$ cat src/rtl/keylock_pkg.sv
package keylock_pkg;
    localparam int unsigned CODE_W = 3;
    localparam int unsigned IDX_W  = $clog2(CODE_W);

    typedef enum logic [2:0] {
        ST_ARM0,
        ST_ARM1,
        ST_ARM2,
        ST_MISS1,
        ST_MISS2,
        ST_OPEN,
        ST_ALARM
    } lock_state_t;
endpackage

$ cat src/rtl/press_detect.sv
module press_detect (
    input  logic clk,
    input  logic rst_n,
    input  logic enter,
    output logic press
);
    logic enter_q;

    // Reset value 1: a button held through reset must be released first
    always_ff @(posedge clk or negedge rst_n) begin
        if (!rst_n) enter_q <= 1'b1;
        else        enter_q <= enter;
    end

    assign press = enter && !enter_q;

    a_r2_single_pulse: assert property (@(posedge clk) disable iff (!rst_n)
        press |=> !press);
endmodule

$ cat src/rtl/code_store.sv
module code_store #(
    parameter int unsigned W = 3
) (
    input  logic         clk,
    input  logic         we,
    input  logic [W-1:0] wdata,
    output logic [W-1:0] code
);
    logic [W-1:0] code_q = '0;

    // Not reset on purpose: the combination survives a user reset
    always_ff @(posedge clk) begin
        if (we) code_q <= wdata;
    end

    assign code = code_q;
endmodule

$ cat src/rtl/keylock_fsm.sv
module keylock_fsm
    import keylock_pkg::*;
(
    input  logic              clk,
    input  logic              rst_n,
    input  logic              press,
    input  logic              key_bit,
    input  logic [CODE_W-1:0] code,
    output logic              unlock,
    output logic              error
);
    lock_state_t state, state_nx;

    always_ff @(posedge clk or negedge rst_n) begin
        if (!rst_n) state <= ST_ARM0;
        else        state <= state_nx;
    end

    always_comb begin
        state_nx = state;
        unique case (state)
            ST_ARM0:  if (press) state_nx = (key_bit == code[0]) ? ST_ARM1 : ST_MISS1;
            ST_ARM1:  if (press) state_nx = (key_bit == code[1]) ? ST_ARM2 : ST_MISS2;
            ST_ARM2:  if (press) state_nx = (key_bit == code[2]) ? ST_OPEN : ST_ALARM;
            ST_MISS1: if (press) state_nx = ST_MISS2;
            ST_MISS2: if (press) state_nx = ST_ALARM;
            ST_OPEN:  state_nx = ST_OPEN;
            ST_ALARM: state_nx = ST_ALARM;
            default:  state_nx = ST_ARM0;
        endcase
    end

    always_comb begin
        unlock = 1'b0;
        error  = 1'b0;
        unique case (state)
            ST_OPEN:  unlock = 1'b1;
            ST_ALARM: error  = 1'b1;
            default: begin
                unlock = 1'b0;
                error  = 1'b0;
            end
        endcase
    end

    a_r6_exclusive: assert property (@(posedge clk) disable iff (!rst_n)
        !(unlock && error));
    a_r4_unlock_holds: assert property (@(posedge clk) disable iff (!rst_n)
        unlock |=> unlock);
    a_r5_error_holds: assert property (@(posedge clk) disable iff (!rst_n)
        error |=> error);
    a_r6_outcome_after_press: assert property (@(posedge clk) disable iff (!rst_n)
        ($rose(unlock) || $rose(error)) |-> $past(press));
    a_r2_idle_no_move: assert property (@(posedge clk) disable iff (!rst_n)
        !press |=> $stable(state));
endmodule

$ cat src/rtl/serial_keylock.sv
module serial_keylock
    import keylock_pkg::*;
(
    input  logic              clk,
    input  logic              rst_n,
    input  logic              enter,
    input  logic              key_bit,
    input  logic              code_we,
    input  logic [CODE_W-1:0] code_wdata,
    output logic              unlock,
    output logic              error
);
    logic              press;
    logic [CODE_W-1:0] code;

    press_detect u_press (
        .clk   (clk),
        .rst_n (rst_n),
        .enter (enter),
        .press (press)
    );

    code_store #(.W(CODE_W)) u_code (
        .clk   (clk),
        .we    (code_we),
        .wdata (code_wdata),
        .code  (code)
    );

    keylock_fsm u_fsm (
        .clk     (clk),
        .rst_n   (rst_n),
        .press   (press),
        .key_bit (key_bit),
        .code    (code),
        .unlock  (unlock),
        .error   (error)
    );
endmodule

$ cat config.mk
export PLATFORM = sky130hd
export DESIGN_NAME = serial_keylock
export DESIGN_NICKNAME = d
export VERILOG_FILES = /design/src/rtl/keylock_pkg.sv /design/src/rtl/press_detect.sv /design/src/rtl/code_store.sv /design/src/rtl/keylock_fsm.sv /design/src/rtl/serial_keylock.sv
export SDC_FILE = /design/constraint.sdc
export NUM_CORES = 1
export LEC_CHECK = 0
export BUFFER_PORTS_ARGS = -buffer_cell sky130_fd_sc_hd__buf_2
export CORE_AREA = 2 2 39 41
export CTS_BUF_LIST = sky130_fd_sc_hd__clkbuf_16
export DETAILED_ROUTE_END_ITERATION = 12
export DIE_AREA = 0 0 41 43
export PLACE_DENSITY = 0.52
export SLEW_MARGIN = 20
export SYNTH_ARGS = -nofsm -noshare
export SYNTH_HDL_FRONTEND = slang
export SYNTH_SLANG_ARGS = --single-unit
export TNS_END_PERCENT = 30
$ cat constraint.sdc
create_clock -name clk -period 1.8 [get_ports clk]
set_input_delay 0.36 -clock clk [delete_from_list [all_inputs] [get_ports clk]]
set_output_delay 0.36 -clock clk [all_outputs]
set_load 0.02 [all_outputs]
==> run_results.csv, run 1 <==
group,metric,value,unit
run_status,outcome,"complete, no violations",
sta,relSlewSlack,83.6,%
job,cap_viol_max_count,0,
global_route,gr-usage-met2,14.7,%
floorplan,rows,14,
critical_path,cp_slowest_stage_delay,0.46,ns
global_route,met3_usage,6.28,%
critical_path,cp-start-kind,"flop",
sta,tightest_slew,0.245,ns
global_route,grt_pass1_wl,1060,um
finish,fin_area,494,sq um
routing,dr.pass1.iters,2,
synth,netlist_top_cells_area,"edfxtp_1 (26%), dfrtp_1 (21%), dfstp_2 (7.4%)",
finish,drive_gt1_share,30.4,%
floorplan,die_area,1760,sq um
routing,ant_nets,0,
global_route,antenna_found_initial,0,
synth,seq_area_frac_synth,54.3,%
global_route,grt_max_degree,10,
critical_path,crit_fanout,8,
clock_network,cts_setup_buffers,0,
sta,fmaxAchievable,0.664,GHz
finish,register_area,191,sq um
global_route,grt_pass1_vias,263,
global_route,grt.busiest_layer,"met2",
critical_path,crit_slowest_cell,"dfrtp_1",
synth,syn_inst,35,
synth,synth_nets,43,
finish,final_common_cell,"buf_2",
finish,syn2layout_area_growth,40.1,%
finish,nets,55,
critical_path,rr_worst_depth,4,
hold_path,hold_class,"input port to flop",
floorplan,initial_utilization,25.5,%
sta,rsz0062_at_grt,"false",
global_route,met1_usage,9.97,%
sta,setup_tns,0,ns
critical_path,regToRegStartpoint,"u_press.enter_q",
clock_network,cts_tree,"done",
synth,synth_warnings,0,
synth,yosys.cell_types.count,23,
clock_network,clk_pin_slew,0.04,ns
routing,vias,279,
placed_design,portBuffers,9,
synth,avgSynthCellArea,10.1,sq um
placed_design,gp_congestion,0.696,
routing,wire_per_inst,9.82,um
critical_path,r2r_slack,0.61,ns
floorplan,fp.dieW,41,um
critical_path,end_kind,"output pin",
clock_network,numCtsBuffers,3,
finish,layout_common_cells,"buf_2 (9), nor2_1 (5), clkbuf_16 (3), edfxtp_1 (3), dfrtp_1 (3)",
routing,wirelength,609,um
sta,hold_viol,0,
sta,fin_crit_sh,83.6,%
synth,ys_seq_elements,7,
hold_path,min_path_cells,1,
critical_path,worstPathRequired,1.44,ns
routing,drc,0,
clock_network,insertion_delay,0.23,ns
synth,syn_area,353,sq um
synth,synth.largest_area_cell,"edfxtp_1",
clock_network,clock_sinks,7,
sta,report.final.slew_viol_count,0,
clock_network,cts_hold_buf,1,
finish,multi_input_area,145,sq um
placed_design,place_area,405,sq um
global_route,grt_usage,9.94,%
critical_path,arrival,1.15,ns
hold_path,min_from,"enter",
synth,synth_top_area_share,25.5,%
critical_path,crit_start,"u_fsm.state[2]",
sta,period_minus_slack,1.51,ns
global_route,overflow,0,
sta,whs,0.248,ns
pwr,p_per_area,1640,nW/um^2
clock_network,cts-root-buf,"clkbuf_16",
clock_network,cts_buffer_depth,2,
floorplan,core_area,1380,sq um
floorplan,io_pins,10,
pwr,leakage,0.000212,uW
routing,drt_iter0_markers,2,
sta,finalClockSkew,0.00276,ns
floorplan,die_h,43,um
finish,antenna_cells,0,
sta,finalSetupViolCount,0,
finish,fillers,145,
routing,via_per_inst,4.50,
critical_path,cp_cell_sequence,"inv_1 > nor3b_1 > buf_2",
clock_network,cts_resized,0,
critical_path,crit_type,"flop to output pin",
clock_network,h-tree-depth,1,
pwr,peakVddDrop,0.659,mV
[synthesized netlist by cell type, drive strengths merged]
master,instances
nand2,1
a21oi,3
dfrtp,3
dfstp,1
xor2,2
o22ai,1
a31o,1
clkbuf,2
a21boi,1
o21ai,1
a31oi,1
nor3b,1
inv,1
edfxtp,3
or2b,1
nor2,5
nor2b,1
nor3,2
a211oi,1
nand3,1
xnor2,1
buf,1
[worst paths after layout]
kind | end
setup / recovery | error
hold / removal | u_press.enter_q
setup reg to reg | u_fsm.state[1]
hold reg to reg | u_fsm.state[0]
max in group asynchronous | u_press.enter_q
min in group asynchronous | u_fsm.state[2]
[state kept, by name, indices dropped and copies added (netlist names)]
name,flops
u_code.code,3
u_press.enter_q,1
u_fsm.state,3
[cell type report]
class	instances	area share (%)
timing repair buffer	10	11.1
clock buffer	3	15.2
sequential	7	38.7
inverter	1	0.759
clock inverter	1	0.759
tap	16	4.05
multi-input combinational	24	29.4
[cells by family after synthesis]
logic type             share of synthesized area (%)
AND/OR/NAND/NOR                                 16.7
XOR/XNOR                                        7.45
AO/OA/AOI/OAI                                   17.0
flip-flops                                      54.3
buffers and inverters                           4.61
[routing by layer]
metal  up-vias  share of wire (%)
met5         -                  0
met3         2                9.0
met2        12                 46
met1       123                 43
met4         0                1.8
li1        142                  -
[through the flow]
step / power [uW] / cells / utilization (%) / worst slack, ns
CTS: 820 / 62 / 35.7 / 0.286
global placement: 439 / 57 / 29.3 / 0.566
detailed placement: 438 / 57 / 29.3 / 0.548
global route: 863 / 62 / 35.7 / 0.225
floorplan: 408 / 35 / - / 0.298
finish: 810 / 62 / 35.7 / 0.294
[power by group]
group / switching (uW) / internal [uW] / leakage (uW) / total, uW
Sequential: 65.2 / 207 / 0.0000773 / 273
Combinational: 86.5 / 79.9 / 0.0000921 / 166
Clock: 82.5 / 289 / 0.0000423 / 371
[critical path: cells and delay by family (launching register included)]
kind,cells,cell delay (ns)
buffers and inverters,2,0.29
flip-flops,1,0.46
AND/OR/NAND/NOR,1,0.17
Power figures use the tool's default switching activity.
==> run 2: changes to the inputs <==
Settings changed: PLACE_DENSITY 0.52 to 0.54.
Clock period 1.8 ns to 1.3 ns, I/O delays scaled along.
==> run 2 against run 1 <==
Effect of this change: critical path depth unchanged; final area is 4.3% higher; combinational power increased by 61%; flip-flop and latch count is the same; total power increased by 45%; critical path type unchanged; critical endpoint unchanged; largest cell class unchanged.
==> run_results.csv, run 2 (synthesis gave the netlist of run 1 again) <==
group,metric,value,unit
routing,vias,287,
sta,setup_slack,0.0272,ns
sta,relSlewSlack,86.4,%
floorplan,io_pins,10,
global_route,grt_pass1_wl,1100,um
critical_path,worstPathRequired,1.04,ns
finish,final_cells,63,
clock_network,numCtsBuffers,3,
finish,register_area,195,sq um
hold_path,hold_class,"input port to flop",
sta,finalSetupViolCount,0,
clock_network,h-tree-depth,1,
finish,drive_gt1_share,42.6,%
floorplan,die_h,43,um
placed_design,portBuffers,9,
pwr,p_switching,336,uW
pwr,p_comb_share,22.8,%
sta,rsz0062_at_grt,"true",
routing,drc,0,
critical_path,arrival,1.01,ns
clock_network,cts_buffer_depth,2,
global_route,grt_usage,10.1,%
critical_path,end_kind,"output pin",
placed_design,post-place-ws,0.109,ns
clock_network,cts_tree,"done",
pwr,p_per_area,2270,nW/um^2
pwr,peakVddDrop,0.921,mV
sta,finalClockSkew,0.00291,ns
global_route,grt_max_degree,10,
finish,layout_common_cells,"buf_2 (7), nor2_1 (5)",
routing,wirelength,643,um
global_route,antenna_found_initial,0,
global_route,overflow,0,
global_route,grt_pass1_vias,292,
finish,nets,56,
clock_network,clk_pin_slew,0.04,ns
placed_design,gp_congestion,0.653,
sta,period_minus_slack,1.27,ns
finish,antenna_cells,0,
pwr,internal-power,835,uW
finish,syn2layout_area_growth,46.1,%
sta,report.final.slew_viol_count,0,
critical_path,crit_type,"flop to output pin",
floorplan,die_area,1760,sq um
routing,dr.pass1.iters,1,
floorplan,rows,14,
run_status,outcome,"complete, no violations",
pwr,p_seq_share,33.0,%
critical_path,crit_fanout,6,
routing,ant_nets,0,
floorplan,fp.dieW,41,um
pwr,leakage,0.000214,uW
floorplan,initial_utilization,25.5,%
critical_path,cp-start-kind,"flop",
placed_design,dp_cells,57,
pwr,p_sw_share,28.7,%
clock_network,clock_sinks,7,
routing,wire_per_inst,10.2,um
finish,fillers,147,
sta,fin_crit_sh,97.9,%
hold_path,min_path_cells,1,
clock_network,cts-root-buf,"clkbuf_16",
finish,final_common_cell,"buf_2",
floorplan,core_area,1380,sq um
pwr,clkPwrFrac,44.3,%
job,cap_viol_max_count,0,
finish,finish.utilization,37.3,%
placed_design,dp_hpwl,485,um
routing,drt_iter0_markers,0,
sta,fmaxAchievable,0.786,GHz
routing,via_per_inst,4.56,
finish,multi_input_area,150,sq um
sta,tightest_slew,0.203,ns
clock_network,insertion_delay,0.23,ns
sta,hold_viol,0,
critical_path,rr_worst_depth,4,
run 2: changes by cell type in the layout (fill, tap and decap cells not counted), sizes merged:
cell	change
buf	+1
run 2: worst max-delay path, cell delays in order (launching register included):
cell and delay [ns]:
dfrtp_2 0.40, inv_2 0.06, nor3b_2 0.16, buf_4 0.16
run 2: final cells by class:
class,count,area share (%)
Inverter,1,0.728
Sequential cell,7,37.9
Clock buffer,3,14.6
Tap cell,16,3.88
Timing Repair Buffer,11,13.1
Multi-Input combinational cell,24,29.1
Clock inverter,1,0.728
run 2: stage by stage:
step           cell area [sq um]  setup TNS (ns)  total power, uW  hold WS (ns)
3_3_place_gp                 410               0              614        0.0713
2_1_floorplan                358               0              572       -0.0356
6_report                     515               0             1170         0.140
5_1_grt                      515         -0.0263             1250         0.149
4_1_cts                      505               0             1170         0.137
3_5_place_dp                 410               0              619        0.0735
run 2: final timing paths:
| path | start | to | slack [ns] |
|---|---|---|---|
| hold reg to reg | u_fsm.state[1] | u_fsm.state[0] | 0.56 |
| setup / recovery | u_fsm.state[2] | error | 0.03 |
| min in group asynchronous | rst_n | u_fsm.state[2] | 0.37 |
| setup reg to reg | u_press.enter_q | u_fsm.state[1] | 0.12 |
| max in group asynchronous | rst_n | u_press.enter_q | 0.73 |
| hold / removal | enter | u_press.enter_q | 0.14 |
run 2: repair_timing:
item | 4_1_cts | 5_1_grt
hold buffers | 1 | 0
resized for setup | 5 | 1
hold endpoints to repair | 3 | 0
setup buffers | 0 | 1
pin swaps | 0 | 1
endpoints found under the setup margin | 2 | 2
run 2: routing by layer:
layer  vias up  global-route usage [%]  wire [um]
met2        10                    14.7        312
met5         -                       0          0
li1        145                       -          -
met1       130                    9.51        277
met4         0                    6.00         10
met3         2                    7.85         42
run 2: power groups by stage:
stage	Clock (uW)	Combinational (uW)	Sequential (uW)
floorplan	0	273	299
global placement	0	229	386
detailed placement	0	234	385
CTS	534	242	392
global route	549	300	400
finish	518	267	386
==> run 3: changes to the inputs <==
--- a/config.mk
+++ b/config.mk
@@ -7,8 +7,8 @@
 export LEC_CHECK = 0
 export BUFFER_PORTS_ARGS = -buffer_cell sky130_fd_sc_hd__buf_2
-export CORE_AREA = 2 2 39 41
+export CORE_AREA = 5 5 42 44
 export CTS_BUF_LIST = sky130_fd_sc_hd__clkbuf_16
 export DETAILED_ROUTE_END_ITERATION = 12
-export DIE_AREA = 0 0 41 43
+export DIE_AREA = 0 0 47 49
 export PLACE_DENSITY = 0.54
 export SLEW_MARGIN = 20
==> constraint.sdc (replaced) <==
create_clock -name clk -period 1.3 [get_ports clk]
set_input_delay 0.13 -clock clk [delete_from_list [all_inputs] [get_ports clk]]
set_output_delay 0.13 -clock clk [all_outputs]
set_load 0.02 [all_outputs]
==> run 3 against run 2 <==
Effect of this change: register-to-register slack improved by 0.02 ns; critical path type unchanged; maximum frequency rose by 5.5%; sequential share of layout area is 0.79 points higher; worst hold slack worse by 0.12 ns; clock skew is 0.0019 ns lower; final area shrank 2.7%; global-route usage decreased by 1.9 points; critical path depth unchanged.
==> run_results.csv, run 3 (synthesis gave the netlist of run 1 again) <==
group,metric,value,unit
run_status,outcome,"complete, no violations",
global_route,overflow,0,
critical_path,crit_fanout,8,
floorplan,core_area,1400,sq um
clock_network,cts_setup_buffers,0,
floorplan,die_h,49,um
routing,ant_nets,0,
placed_design,dp_hpwl,494,um
sta,tightest_slew,0.241,ns
routing,wl_met2,331,um
critical_path,worstPathRequired,1.17,ns
clock_network,h-tree-depth,1,
job,cap_viol_max_count,0,
global_route,grt_pass1_vias,291,
sta,hold_viol,0,
pwr,clkPwrFrac,45.0,%
routing,vias,292,
placed_design,portBuffers,9,
pwr,p_comb_share,20.7,%
sta,relSlewSlack,83.9,%
finish,drive_gt1_share,37.0,%
pwr,internal-power,807,uW
clock_network,cts_buffer_depth,2,
routing,drt-met1-wl,226,um
floorplan,die_area,2300,sq um
critical_path,crit_slowest_cell,"dfrtp_2",
clock_network,cts_tree,"done",
critical_path,cp_slowest_stage_delay,0.41,ns
routing,wire_per_inst,10.6,um
sta,finalClockSkew,0.00105,ns
critical_path,cp-start-kind,"flop",
clock_network,insertion_delay,0.23,ns
clock_network,numCtsBuffers,3,
sta,report.final.slew_viol_count,0,
floorplan,rows,14,
pwr,leakage,0.000211,uW
sta,fin_crit_sh,92.8,%
placed_design,gp_congestion,0.651,
routing,drc,0,
routing,met3_wirelength,67,um
floorplan,io_pins,10,
finish,nets,55,
pwr,peakVddDrop,0.793,mV
routing,via_per_inst,4.71,
sta,whs,0.0173,ns
sta,period_minus_slack,1.21,ns
clock_network,clock_sinks,7,
floorplan,initial_utilization,25.2,%
clock_network,cts-root-buf,"clkbuf_16",
finish,syn2layout_area_growth,42.2,%
critical_path,cp_cell_sequence,"inv_1 > nor3b_2 > buf_2",
global_route,antenna_found_initial,0,
finish,layout_common_cells,"buf_2 (9), nor2_1 (5), clkbuf_16 (3), edfxtp_1 (3)",
clock_network,clk_pin_slew,0.03,ns
global_route,grt_usage,8.23,%
pwr,p_per_area,2250,nW/um^2
sta,rsz0062_at_grt,"false",
pwr,p_sw_share,28.5,%
sta,finalSetupViolCount,0,
pwr,p_switching,322,uW
routing,highest_layer,"met4",
hold_path,hold_class,"input port to flop",
global_route,grt_max_degree,10,
sta,setup_tns,0,ns
critical_path,arrival,1.08,ns
critical_path,crit_type,"flop to output pin",
pwr,p_seq_share,34.2,%
sta,fmaxAchievable,0.829,GHz
finish,antenna_cells,0,
routing,wirelength,658,um
global_route,grt_pass1_wl,1230,um
floorplan,fp.dieW,47,um
finish,final_common_cell,"buf_2",
critical_path,end_kind,"output pin",
finish,fillers,150,
routing,dr.pass1.iters,4,
routing,drt_iter0_markers,1,
run 3: changes by cell type in the layout (fill, tap and decap cells not counted), sizes merged:
cell,change
buf,-1
run 3: cell type report:
cell class | count | area, sq um | share of cell area (%)
Timing Repair Buffer | 10 | 55.1 | 11.0
Multi-Input combinational cell | 24 | 150 | 29.9
Tap cell | 16 | 20.0 | 3.99
Clock inverter | 1 | 3.75 | 0.748
Inverter | 1 | 3.75 | 0.748
Sequential cell | 7 | 194 | 38.7
Clock buffer | 3 | 75.1 | 15.0
run 3: power groups by stage:
stage          logic [uW]  registers, uW  clock network [uW]
5_1_grt               265            396                 545
2_1_floorplan         265            299                   0
6_report              234            387                 508
3_3_place_gp          230            380                   0
4_1_cts               234            381                 530
3_5_place_dp          231            381                   0
run 3: layer usage:
layer  track usage (%)  vias up
met4              8.29        0
met5                 0        -
met2              11.5       10
met3              5.17        4
li1                  -      144
met1              7.43      134
run 3: timing repair:
action / 4_1_cts / 5_1_grt
endpoints found under the hold margin: 4 / 0
gates resized for setup: 1 / 2
hold buffers: 1 / 0
endpoints found under the setup margin: 1 / 1
run 3: per-stage QoR:
| stage | worst slack (ns) | cells | cell area, sq um | power (uW) | util, % |
|---|---|---|---|---|---|
| 2_1_floorplan | 0.0283 | 35 | 353 | 564 | - |
| 3_3_place_gp | 0.147 | 57 | 405 | 610 | 28.9 |
| 3_5_place_dp | 0.144 | 57 | 405 | 612 | 28.9 |
| 4_1_cts | 0.0195 | 62 | 495 | 1140 | 35.4 |
| 5_1_grt | 0.00589 | 62 | 502 | 1210 | 35.8 |
| 6_report | 0.0937 | 62 | 502 | 1130 | 35.8 |
run 3: path summary, 6_finish.rpt:
check	startpoint	endpoint	slack [ns]	cells after the start
min in group asynchronous	rst_n	u_fsm.state[1]	0.24	2
max in group asynchronous	rst_n	u_press.enter_q	0.85	2
setup reg to reg	u_press.enter_q	u_fsm.state[1]	0.14	4
hold reg to reg	u_fsm.state[1]	u_fsm.state[0]	0.57	1
setup / recovery	u_fsm.state[2]	error	0.09	3
hold / removal	enter	u_press.enter_q	0.02	1
run 3: critical path: cells and delay by family (launching register included):
kind,cells,cell delay [ns]
DFF,1,0.41
and+or+nand+nor,1,0.15
buffers and inverters,2,0.28
